==> src/rtl/fevt_pkg.sv <==
package fevt_pkg;
  localparam int ADDR_W = 2;

  typedef enum logic [ADDR_W-1:0] {
    REG_EVENT   = 2'd0,
    REG_MASK    = 2'd1,
    REG_PRESENT = 2'd2,
    REG_FORCE   = 2'd3
  } fevt_reg_e;
endpackage

==> src/rtl/fevt_src_gate.sv <==
module fevt_src_gate #(
  parameter int NUM_SRC = 3
) (
  input  logic [NUM_SRC-1:0] src_req,
  input  logic [NUM_SRC-1:0] src_en,
  output logic               req
);
  logic [NUM_SRC-1:0] gated;

  for (genvar i = 0; i < NUM_SRC; i++) begin : g_src
    assign gated[i] = src_req[i] & src_en[i];
  end

  assign req = |gated;
endmodule

==> src/rtl/fevt_event_latch.sv <==
module fevt_event_latch (
  input  logic clk,
  input  logic rst,
  input  logic set_i,
  input  logic clr_i,
  output logic evt_next,
  output logic evt_q
);
  // A set in the same cycle as a clear wins.
  assign evt_next = (evt_q & ~clr_i) | set_i;

  always_ff @(posedge clk) begin
    if (rst) evt_q <= 1'b0;
    else     evt_q <= evt_next;
  end

  assert_set_R4: assert property (@(posedge clk) disable iff (rst)
    set_i |=> evt_q);
  assert_hold_R4: assert property (@(posedge clk) disable iff (rst)
    (evt_q && !clr_i) |=> evt_q);
  assert_clear_R5: assert property (@(posedge clk) disable iff (rst)
    (clr_i && !set_i) |=> !evt_q);
endmodule

==> src/rtl/fevt_regs.sv <==
module fevt_regs
  import fevt_pkg::*;
#(
  parameter int DATA_W   = 32,
  parameter int INTR_BIT = 15
) (
  input  logic              clk,
  input  logic              rst,
  input  logic              wr_en,
  input  logic [ADDR_W-1:0] addr,
  input  logic [DATA_W-1:0] wdata,
  input  logic              evt_q,
  input  logic              req,
  output logic              clr,
  output logic              fset,
  output logic              mask_next,
  output logic              mask_q,
  output logic [DATA_W-1:0] rdata
);
  logic wr_evt, wr_mask, wr_force;
  logic rd_bit;

  assign wr_evt   = wr_en && (addr == REG_EVENT);
  assign wr_mask  = wr_en && (addr == REG_MASK);
  assign wr_force = wr_en && (addr == REG_FORCE);

  assign clr       = wr_evt & wdata[INTR_BIT];
  assign fset      = wr_force & wdata[INTR_BIT];
  assign mask_next = wr_mask ? wdata[INTR_BIT] : mask_q;

  always_comb begin
    case (fevt_reg_e'(addr))
      REG_EVENT:   rd_bit = evt_q;
      REG_MASK:    rd_bit = mask_q;
      REG_PRESENT: rd_bit = req;
      default:     rd_bit = 1'b0;
    endcase
  end

  always_ff @(posedge clk) begin
    if (rst) begin
      mask_q <= 1'b0;
      rdata  <= '0;
    end else begin
      mask_q <= mask_next;
      rdata  <= DATA_W'(rd_bit) << INTR_BIT;
    end
  end

  assert_mask_write_R7: assert property (@(posedge clk) disable iff (rst)
    wr_mask |=> (mask_q == $past(wdata[INTR_BIT])));
  assert_force_reads_zero_R11: assert property (@(posedge clk) disable iff (rst)
    (addr == REG_FORCE) |=> (rdata == '0));
endmodule

==> src/rtl/fevt_irq_ctrl.sv <==
module fevt_irq_ctrl
  import fevt_pkg::*;
#(
  parameter int NUM_SRC  = 3,
  parameter int DATA_W   = 32,
  parameter int INTR_BIT = 15
) (
  input  logic               clk,
  input  logic               rst,
  input  logic [NUM_SRC-1:0] src_req,
  input  logic [NUM_SRC-1:0] src_en,
  input  logic               enh_mode,
  input  logic               wr_en,
  input  logic [1:0]         addr,
  input  logic [DATA_W-1:0]  wdata,
  output logic [DATA_W-1:0]  rdata,
  output logic               irq_n
);
  logic req, clr, fset, evt_next, evt_q, mask_next, mask_q;

  fevt_src_gate #(.NUM_SRC(NUM_SRC)) u_gate (
    .src_req (src_req),
    .src_en  (src_en),
    .req     (req)
  );

  fevt_event_latch u_latch (
    .clk      (clk),
    .rst      (rst),
    .set_i    (req | fset),
    .clr_i    (clr),
    .evt_next (evt_next),
    .evt_q    (evt_q)
  );

  fevt_regs #(.DATA_W(DATA_W), .INTR_BIT(INTR_BIT)) u_regs (
    .clk       (clk),
    .rst       (rst),
    .wr_en     (wr_en),
    .addr      (addr),
    .wdata     (wdata),
    .evt_q     (evt_q),
    .req       (req),
    .clr       (clr),
    .fset      (fset),
    .mask_next (mask_next),
    .mask_q    (mask_q),
    .rdata     (rdata)
  );

  always_ff @(posedge clk) begin
    if (rst)           irq_n <= 1'b1;
    else if (enh_mode) irq_n <= ~(evt_next & mask_next);
    else               irq_n <= ~req;
  end

  assert_legacy_pass_R2: assert property (@(posedge clk) disable iff (rst)
    !enh_mode |=> (irq_n == !$past(req)));
  assert_enh_gate_R3: assert property (@(posedge clk) disable iff (rst)
    enh_mode |=> (irq_n == !(evt_q && mask_q)));
  assert_mask_off_R7: assert property (@(posedge clk) disable iff (rst)
    (enh_mode && wr_en && addr == REG_MASK && !wdata[INTR_BIT]) |=> irq_n);
endmodule

==> config.mk <==
export PLATFORM = sky130hd
export DESIGN_NAME = fevt_irq_ctrl
export DESIGN_NICKNAME = d
export VERILOG_FILES = /design/src/rtl/fevt_pkg.sv /design/src/rtl/fevt_src_gate.sv /design/src/rtl/fevt_event_latch.sv /design/src/rtl/fevt_regs.sv /design/src/rtl/fevt_irq_ctrl.sv
export SDC_FILE = /design/constraint.sdc
export NUM_CORES = 1
export LEC_CHECK = 0
export BUFFER_PORTS_ARGS = -buffer_cell sky130_fd_sc_hd__buf_2
export CAP_MARGIN = 30
export CORE_MARGIN = 2
export CORE_UTILIZATION = 27
export CTS_BUF_LIST = sky130_fd_sc_hd__clkbuf_16
export CTS_CLUSTER_DIAMETER = 50
export DETAILED_ROUTE_END_ITERATION = 8
export PLACE_DENSITY = 0.75
export RECOVER_POWER = 25
export SYNTH_ARGS = -nofsm -noshare
export SYNTH_HDL_FRONTEND = slang
export SYNTH_HIERARCHICAL = 1
export SYNTH_SLANG_ARGS = --single-unit
==> constraint.sdc <==
create_clock -name clk -period 1.8 [get_ports clk]
set_input_delay 0.54 -clock clk [delete_from_list [all_inputs] [get_ports clk]]
set_output_delay 0.54 -clock clk [all_outputs]
set_load 0.03 [all_outputs]
# After elaboration in Yosys (flattened, before gate mapping)
# Cells that the tools add are included.
# word_totals
ff_bits,35
latch_bits,0
ram_bits,0
mem_bits_ro,0
input_bits,44
out_inout_bits,33
memories,0
# op_classes
n_addsub,0
multipliers,0
div,0
n_lt_le_gt_ge,0
eq_ne,3
shifts,0
n_mux,3
n_bitwise,12
reduce_logical,5
# ops
operator,count
$and A1 B1 Y1,7
$eq A2 B2 Y1 const B,2
$logic_and A1 B1 Y1,3
$not A1 Y1,3
$pmux W1 S3,1
$reduce_or A3 Y1,1
$eq A2 B1 Y1 const B,1
$logic_not A2 Y1,1
$mux W1,2
$or A1 B1 Y1,2

# Longest topological paths before layout
# Gate-level depths: netlist of run 1.
# depth
word_depth,9
ltp_mapped,7

# Hierarchy
# The synthesis of run 1 kept the hierarchy.
# modules_own_cells
module,n_inst,cells_each,area_per_inst_um2,seq_area_each_um2
fevt_regs,1,45,357.8,40.0
fevt_event_latch,1,5,50.0,20.0
fevt_irq_ctrl,1,5,45.0,20.0
fevt_src_gate,1,2,13.8,0.0

# Worst setup path before layout of run 1
# Ideal clock, no wire load.
# synth_timing
kind,input-to-reg
from,in src_req[0]
to,reg irq_n
setup_ns,0.057
arrival_ns,1.484
t_required_ns,1.743
path_slack_ns,0.259
path_stages,7
path_buffers,0
cell_sequence,a222oi_1 > inv_1 > or2_2 > inv_1 > nand2_1 > nand3_1 > a21o_1
# synth_between
elab_chain_len,7
elab_cells_between_ends,8
# synth_lines
item,line,source
"start, declared",fevt_irq_ctrl.sv:10,"input logic [NUM_SRC-1:0] src_req,"
$and A1 B1 Y1,fevt_src_gate.sv:11,assign gated[i] = src_req[i] & src_en[i];
$reduce_or A3 Y1,fevt_src_gate.sv:14,assign req = |gated;
via req,fevt_irq_ctrl.sv:19,"logic req, clr, fset, evt_next, evt_q, mask_next, mask_q;"
$or A1 B1 Y1,fevt_irq_ctrl.sv:30,".set_i (req | fset),"
$or A1 B1 Y1,fevt_event_latch.sv:10,assign evt_next = (evt_q & ~clr_i) | set_i;
via evt_next,fevt_irq_ctrl.sv:19,
$and A1 B1 Y1,fevt_irq_ctrl.sv:53,else if (enh_mode) irq_n <= ~(evt_next & mask_next);
$not A1 Y1,fevt_irq_ctrl.sv:53,
$mux W1,fevt_irq_ctrl.sv:53,
"end signal, assigned",fevt_irq_ctrl.sv:53,
"end signal, assigned",fevt_irq_ctrl.sv:54,else irq_n <= ~req;
"end, declared",fevt_irq_ctrl.sv:17,output logic irq_n
# The timed path passes the listed nets, and every way through them passes these cells.
# A chain may end at the register's enable or synchronous reset.

# Worst setup path in the final report of run 1
# Ends and elaborated chain as after synthesis.

==> impl_metrics.py, run 1 <==
metrics = {
    "timing": {
        "hold_violations": 0,
        "rsz0062_at_grt": "false",
        "period_share_pct": 80.8,
        "fin_setup_tns_ps": 0,
        "skew_ps": 0.959,
        "fin_crit_ps": 1450,
        "max_freq_mhz": 688,
        "slew_violations": 0,
        "fin_ws_ps": 346,
        "hold_slack_ps": 489,
        "setup_viol": 0,
    },
    "detailed_routing": {
        "vias_per_cell": 3.43,
        "drc_errors": 0,
        "routedWlPerCell_um": 7.11,
        "num_vias": 312,
        "drtIter0Drc": 3,
        "routed_wl_um": 647,
        "ant_nets": 0,
        "drt-pass1-iter-count": 4,
    },
    "finish": {
        "antennaDiodeCount": 0,
        "syn_to_final_growth_pct": 10.7,
        "finish.instance_area_sq_um": 517,
        "fillers": 185,
        "drive_above_1_share_pct": 29.7,
        "final_net_count": 120,
    },
    "setup_path": {
        "rr_worst_depth": 3,
        "cp.arrival_ps": 1620,
        "end_kind": "flip-flop",
        "start_kind": "input port",
        "crit_path_max_fanout": 2,
        "crit_type": "input port to flip-flop",
        "worst-endpoint-required_ps": 1970,
    },
    "floorplan": {
        "io_pins": 77,
        "row_count": 15,
        "initial_core_util_pct": 27.9,
        "dieArea_sq_um": 2080,
        "core_area_sq_um": 1670,
        "dieHeight_um": 45.6,
        "die_w_um": 45.6,
    },
    "synthesis": {
        "yosysTopAreaCell": "buf_4",
        "synth_edf_count": 0,
        "synth.avg_cell_area_sq_um": 8.19,
        "synth_area_sq_um": 467,
        "synth.area.mux_share_pct": 3.22,
        "synth_cells": 57,
        "synthTopCellsByCount": "buf_4 (31), dfxtp_1 (4), nand2_1 (3)",
        "yosysUniqueCellTypes": 19,
        "synth_top_family_by_area": "buffers and inverters",
        "ys.flop_type": "dfxtp_1",
        "synth-seq-cells": 4,
        "yosysSeqAreaShare_pct": 17.2,
        "yosys.area_share.xor_xnor_pct": 0,
        "synthAdderAreaFrac_pct": 0,
        "yosysMostFrequentCell": "buf_4",
        "yosysWarnings": 6,
        "synth_top_cell_area_share_pct": 49.9,
        "synth_compound_area_share_pct": 8.85,
        "ys_async_sr_fraction_pct": 0,
        "synth-simple-area-share_pct": 18.5,
        "synth_area_leaders": "buf_4 (50%), dfxtp_1 (17%), a211oi_1 (3.2%)",
    },
    "cts": {
        "cts_sinks": 4,
        "htreeDepth": 1,
        "post_cts_resized": 0,
        "clock-root-buffer": "clkbuf_16",
        "postCtsSetupRepairBufs": 0,
        "cts_tree": "done",
        "clkLatencyLatePin_ps": 220,
        "ctsLongestPathBuffers": 2,
        "holdBufCountCts": 0,
        "path_clk_slew_ps": 30,
        "numCtsBuffers": 3,
    },
    "pwr": {
        "power_density_nw_per_um2": 1120,
        "p_leak_nw": 0.289,
        "ir_worst_vdd_mv": 0.240,
    },
    "global_routing": {
        "grt_pass1_wl_um": 931,
        "grt_usage_pct": 6.50,
        "busiest_layer": "met2",
        "use_met1_pct": 6.94,
        "overflow": 0,
        "grt_use_met2_pct": 9.86,
        "grtUsageMet3_pct": 1.59,
        "antenna_found_initial": 0,
        "grt_max_degree": 7,
        "first_global_vias": 256,
    },
    "outcome": {
        "status": "finished clean",
    },
    "placement": {
        "dp_hpwl_um": 570,
        "pre_cts_slack_ps": 102,
        "dpl_cell_area_sq_um": 445,
        "place.gp.congestion": 0.754,
        "io_buffers": 14,
    },
    "hold_path": {
        "hp-class": "flip-flop to flip-flop",
        "min_path_cells": 2,
    },
    "flow_run": {
        "cap_violations": 0,
    },
}
## metrics by stage
step / utilization (%) / cells / power, mW
final: 30.9 / 91 / 0.579
after global routing: 30.9 / 91 / 0.601
after CTS: 31.2 / 91 / 0.585
after detailed placement: 26.7 / 88 / 0.239
after global placement: 26.7 / 88 / 0.236
after floorplan: - / 87 / 0.264
## layout by cell type, fill, tap and decap left out, types with 2 or more instances in the layout
| cell type | synthesis | layout |
|---|---|---|
| conb_1 | 1 | 31 |
| buf_2 | 0 | 14 |
| dfxtp_1 | 4 | 4 |
| clkbuf_16 | 0 | 3 |
| nand2_1 | 3 | 3 |
| nand2b_1 | 2 | 2 |
| inv_1 | 2 | 2 |
| a211oi_1 | 2 | 2 |
## routing by layer
| metal | routed length, um | up-vias | share of wire [%] |
|---|---|---|---|
| met5 | 0 | - | 0 |
| met4 | 0 | 0 | 0 |
| met3 | 77 | 0 | 12 |
| met2 | 341 | 21 | 53 |
| met1 | 229 | 137 | 35 |
| li1 | - | 154 | - |
## final cells by class
type	instances	area [sq um]	area share, %
multi-input cells	50	255	49.4
flip-flops and latches	4	80.1	15.5
repair buffers	15	77.6	15.0
clock buffers	3	75.1	14.5
well taps	17	21.3	4.12
inverters	2	7.51	1.45
## worst max-delay path, cell delays in order
cell and delay (ps):
buf_2 90, a222oi_1 310, inv_1 80, or2_2 280, inv_1 80, nand2_1 50
nand3_1 70, a21o_1 110
## flip-flops by register name, indices dropped and copies added (netlist names)
| register | count |
|---|---|
| u_regs/rdata | 1 |
| irq_n | 1 |
| u_latch/evt_q | 1 |
| u_regs/mask_q | 1 |
## cell families after synthesis
family                 count (synthesis)
flip-flops                             4
other                                  1
multiplexers                           1
buffers and inverters                 33
AO/OA/AOI/OAI                          5
AND/OR/NAND/NOR                       13
## path summary, 6_finish.rpt
| path | from | slack [ps] | to |
|---|---|---|---|
| setup / recovery | src_req[0] | 350 | irq_n$_SDFF_PP1_ |
| hold / removal | u_regs/mask_q$_SDFF_PP0_ | 490 | u_regs/rdata[15]$_SDFF_PP0_ |
| setup reg to reg | u_latch/evt_q$_SDFF_PP0_ | 900 | u_regs/rdata[15]$_SDFF_PP0_ |
| hold reg to reg | u_regs/mask_q$_SDFF_PP0_ | 490 | u_regs/rdata[15]$_SDFF_PP0_ |
## power by group
group	internal, mW	switching [mW]	total, mW
clock	0.283	0.0585	0.342
sequential	0.0950	0.00319	0.0981
combinational	0.0277	0.111	0.138
total	0.406	0.172	0.579
(Power assumes the default switching activity.)
==> run 2: changes to the inputs <==
CORE_UTILIZATION = 24   (was 27)
PLACE_DENSITY = 0.7   (was 0.75)
clock period = 1.2 ns   (was 1.8 ns; I/O delays follow)
==> run 2 against run 1 <==
The run now ends with setup timing left; critical path depth is the same; worst setup slack lost 380 ps; register-to-register slack lost 580 ps; sequential power grew 50%; cell area grew 12%; clock power grew 50%; non-clock buffer count grew 3; global-route usage grew 0.84 points; sequential share of layout area shrank 1.7 points; first-iteration DRC count shrank 67%; core utilization grew 1.6 points; critical endpoint unchanged.
==> impl_metrics.py, run 2 (synthesis results as in run 1) <==
metrics = {
    "cts": {
        "clkLatencyLatePin_ps": 220,
        "htreeDepth": 1,
        "cts_tree": "done",
        "numCtsBuffers": 3,
        "path_clk_slew_ps": 30,
        "clock-root-buffer": "clkbuf_16",
        "holdBufCountCts": 0,
        "cts_sinks": 4,
        "ctsLongestPathBuffers": 2,
    },
    "floorplan": {
        "initial_core_util_pct": 26.2,
        "io_pins": 77,
        "die_w_um": 48.1,
        "row_count": 15,
        "dieArea_sq_um": 2310,
        "core_area_sq_um": 1780,
        "dieHeight_um": 48.1,
    },
    "detailed_routing": {
        "drtIter0Drc": 1,
        "routed_wl_um": 689,
        "vias_per_cell": 3.35,
        "drc_errors": 0,
        "num_vias": 342,
        "drt-pass1-iter-count": 4,
        "ant_nets": 0,
        "routedWlPerCell_um": 6.75,
    },
    "timing": {
        "slew_violations": 0,
        "max_freq_mhz": 811,
        "fin_crit_ps": 1230,
        "skew_ps": 2.06,
        "hold_violations": 0,
        "setup_viol": 2,
        "period_share_pct": 103,
        "rsz0062_at_grt": "true",
        "fin_ws_ps": -32.4,
    },
    "finish": {
        "finish.instance_area_sq_um": 581,
        "antennaDiodeCount": 0,
        "final_cell_mix": "conb_1 (31), buf_2 (12), dfxtp_1 (4), buf_4 (4), clkbuf_16 (3)",
        "layout_commonest_cell": "conb_1",
        "fillers": 190,
        "final_net_count": 123,
        "drive_above_1_share_pct": 39.0,
        "multi_input_area_sq_um": 274,
        "regArea_sq_um": 80.1,
        "syn_to_final_growth_pct": 24.4,
    },
    "setup_path": {
        "rrSetupSlack_ps": 320,
        "end_kind": "flip-flop",
        "cp.arrival_ps": 1400,
        "crit_type": "input port to flip-flop",
        "worst-endpoint-required_ps": 1370,
        "crit_path_max_fanout": 3,
        "start_kind": "input port",
    },
    "pwr": {
        "ir_worst_vdd_mv": 0.539,
        "power_density_nw_per_um2": 1540,
        "p_leak_nw": 0.312,
        "total_power_uw": 894,
    },
    "outcome": {
        "status": "complete, but fails checks",
        "violations": "setup timing",
    },
    "global_routing": {
        "overflow": 0,
        "antenna_found_initial": 0,
        "grt_pass1_wl_um": 1110,
        "grt_usage_pct": 7.34,
        "grt_max_degree": 6,
        "first_global_vias": 306,
    },
    "placement": {
        "io_buffers": 14,
        "dp_hpwl_um": 603,
        "dpl_cell_area_sq_um": 473,
        "place.gp.congestion": 0.681,
    },
    "hold_path": {
        "hp-class": "input port to flip-flop",
    },
    "flow_run": {
        "cap_violations": 0,
    },
}
run 2: changes by cell type in the layout (fill, tap and decap cells not counted), sizes merged:
cell  before  now
buf       15   18
run 2: worst max-delay path, cell delays in order:
cell,delay (ps)
buf_6,90
a222oi_1,330
inv_1,120
or2_4,240
inv_2,60
nand2_2,40
nand3_2,50
a21o_1,110
run 2: final timing paths:
check | startpoint | endpoint | cells past startpoint
hold reg to reg | u_regs/mask_q$_SDFF_PP0_ | u_regs/rdata[15]$_SDFF_PP0_ | 2
hold / removal | rst | u_latch/evt_q$_SDFF_PP0_ | 2
setup reg to reg | u_latch/evt_q$_SDFF_PP0_ | u_regs/rdata[15]$_SDFF_PP0_ | 3
setup / recovery | src_en[0] | irq_n$_SDFF_PP1_ | 8
run 2: layout make-up:
type / instances / share of cell area (%)
timing repair buffer: 18 / 19.4
tap: 25 / 5.39
inverter: 2 / 1.29
sequential: 4 / 13.8
multi-input combinational: 50 / 47.2
clock buffer: 3 / 12.9
run 2: what timing repair did:
| action | CTS | global route |
|---|---|---|
| buffers inserted | 1 | 0 |
| endpoints found under the setup margin | 2 | 3 |
| resized for setup | 2 | 3 |
| endpoints found under the hold margin | 0 | 0 |
| pin swaps | 4 | 4 |
run 2: per-stage QoR:
| stage | cells | setup TNS, ps | hold slack, ps | setup slack [ps] | util, % |
|---|---|---|---|---|---|
| floorplan | 87 | -98.2 | 422 | -98.2 | - |
| global placement | 98 | -761 | 480 | -305 | 26.5 |
| detailed placement | 98 | -770 | 492 | -306 | 26.5 |
| CTS | 102 | -179 | 371 | -83.6 | 31.8 |
| global route | 102 | -371 | 377 | -157 | 32.6 |
| finish | 102 | -56.5 | 368 | -32.4 | 32.6 |
run 2: routing by layer:
layer	GRT usage [%]	share of wire (%)
met1	5.32	30
met2	13.9	56
met3	2.22	11
met4	8.11	1.7
met5	0	0
run 2: power by group:
part	switching [mW]	leakage (nW)	internal, mW
Combinational	0.173	0.242	0.0600
Sequential	0.00477	0.0331	0.142
Clock	0.0890	0.0370	0.425
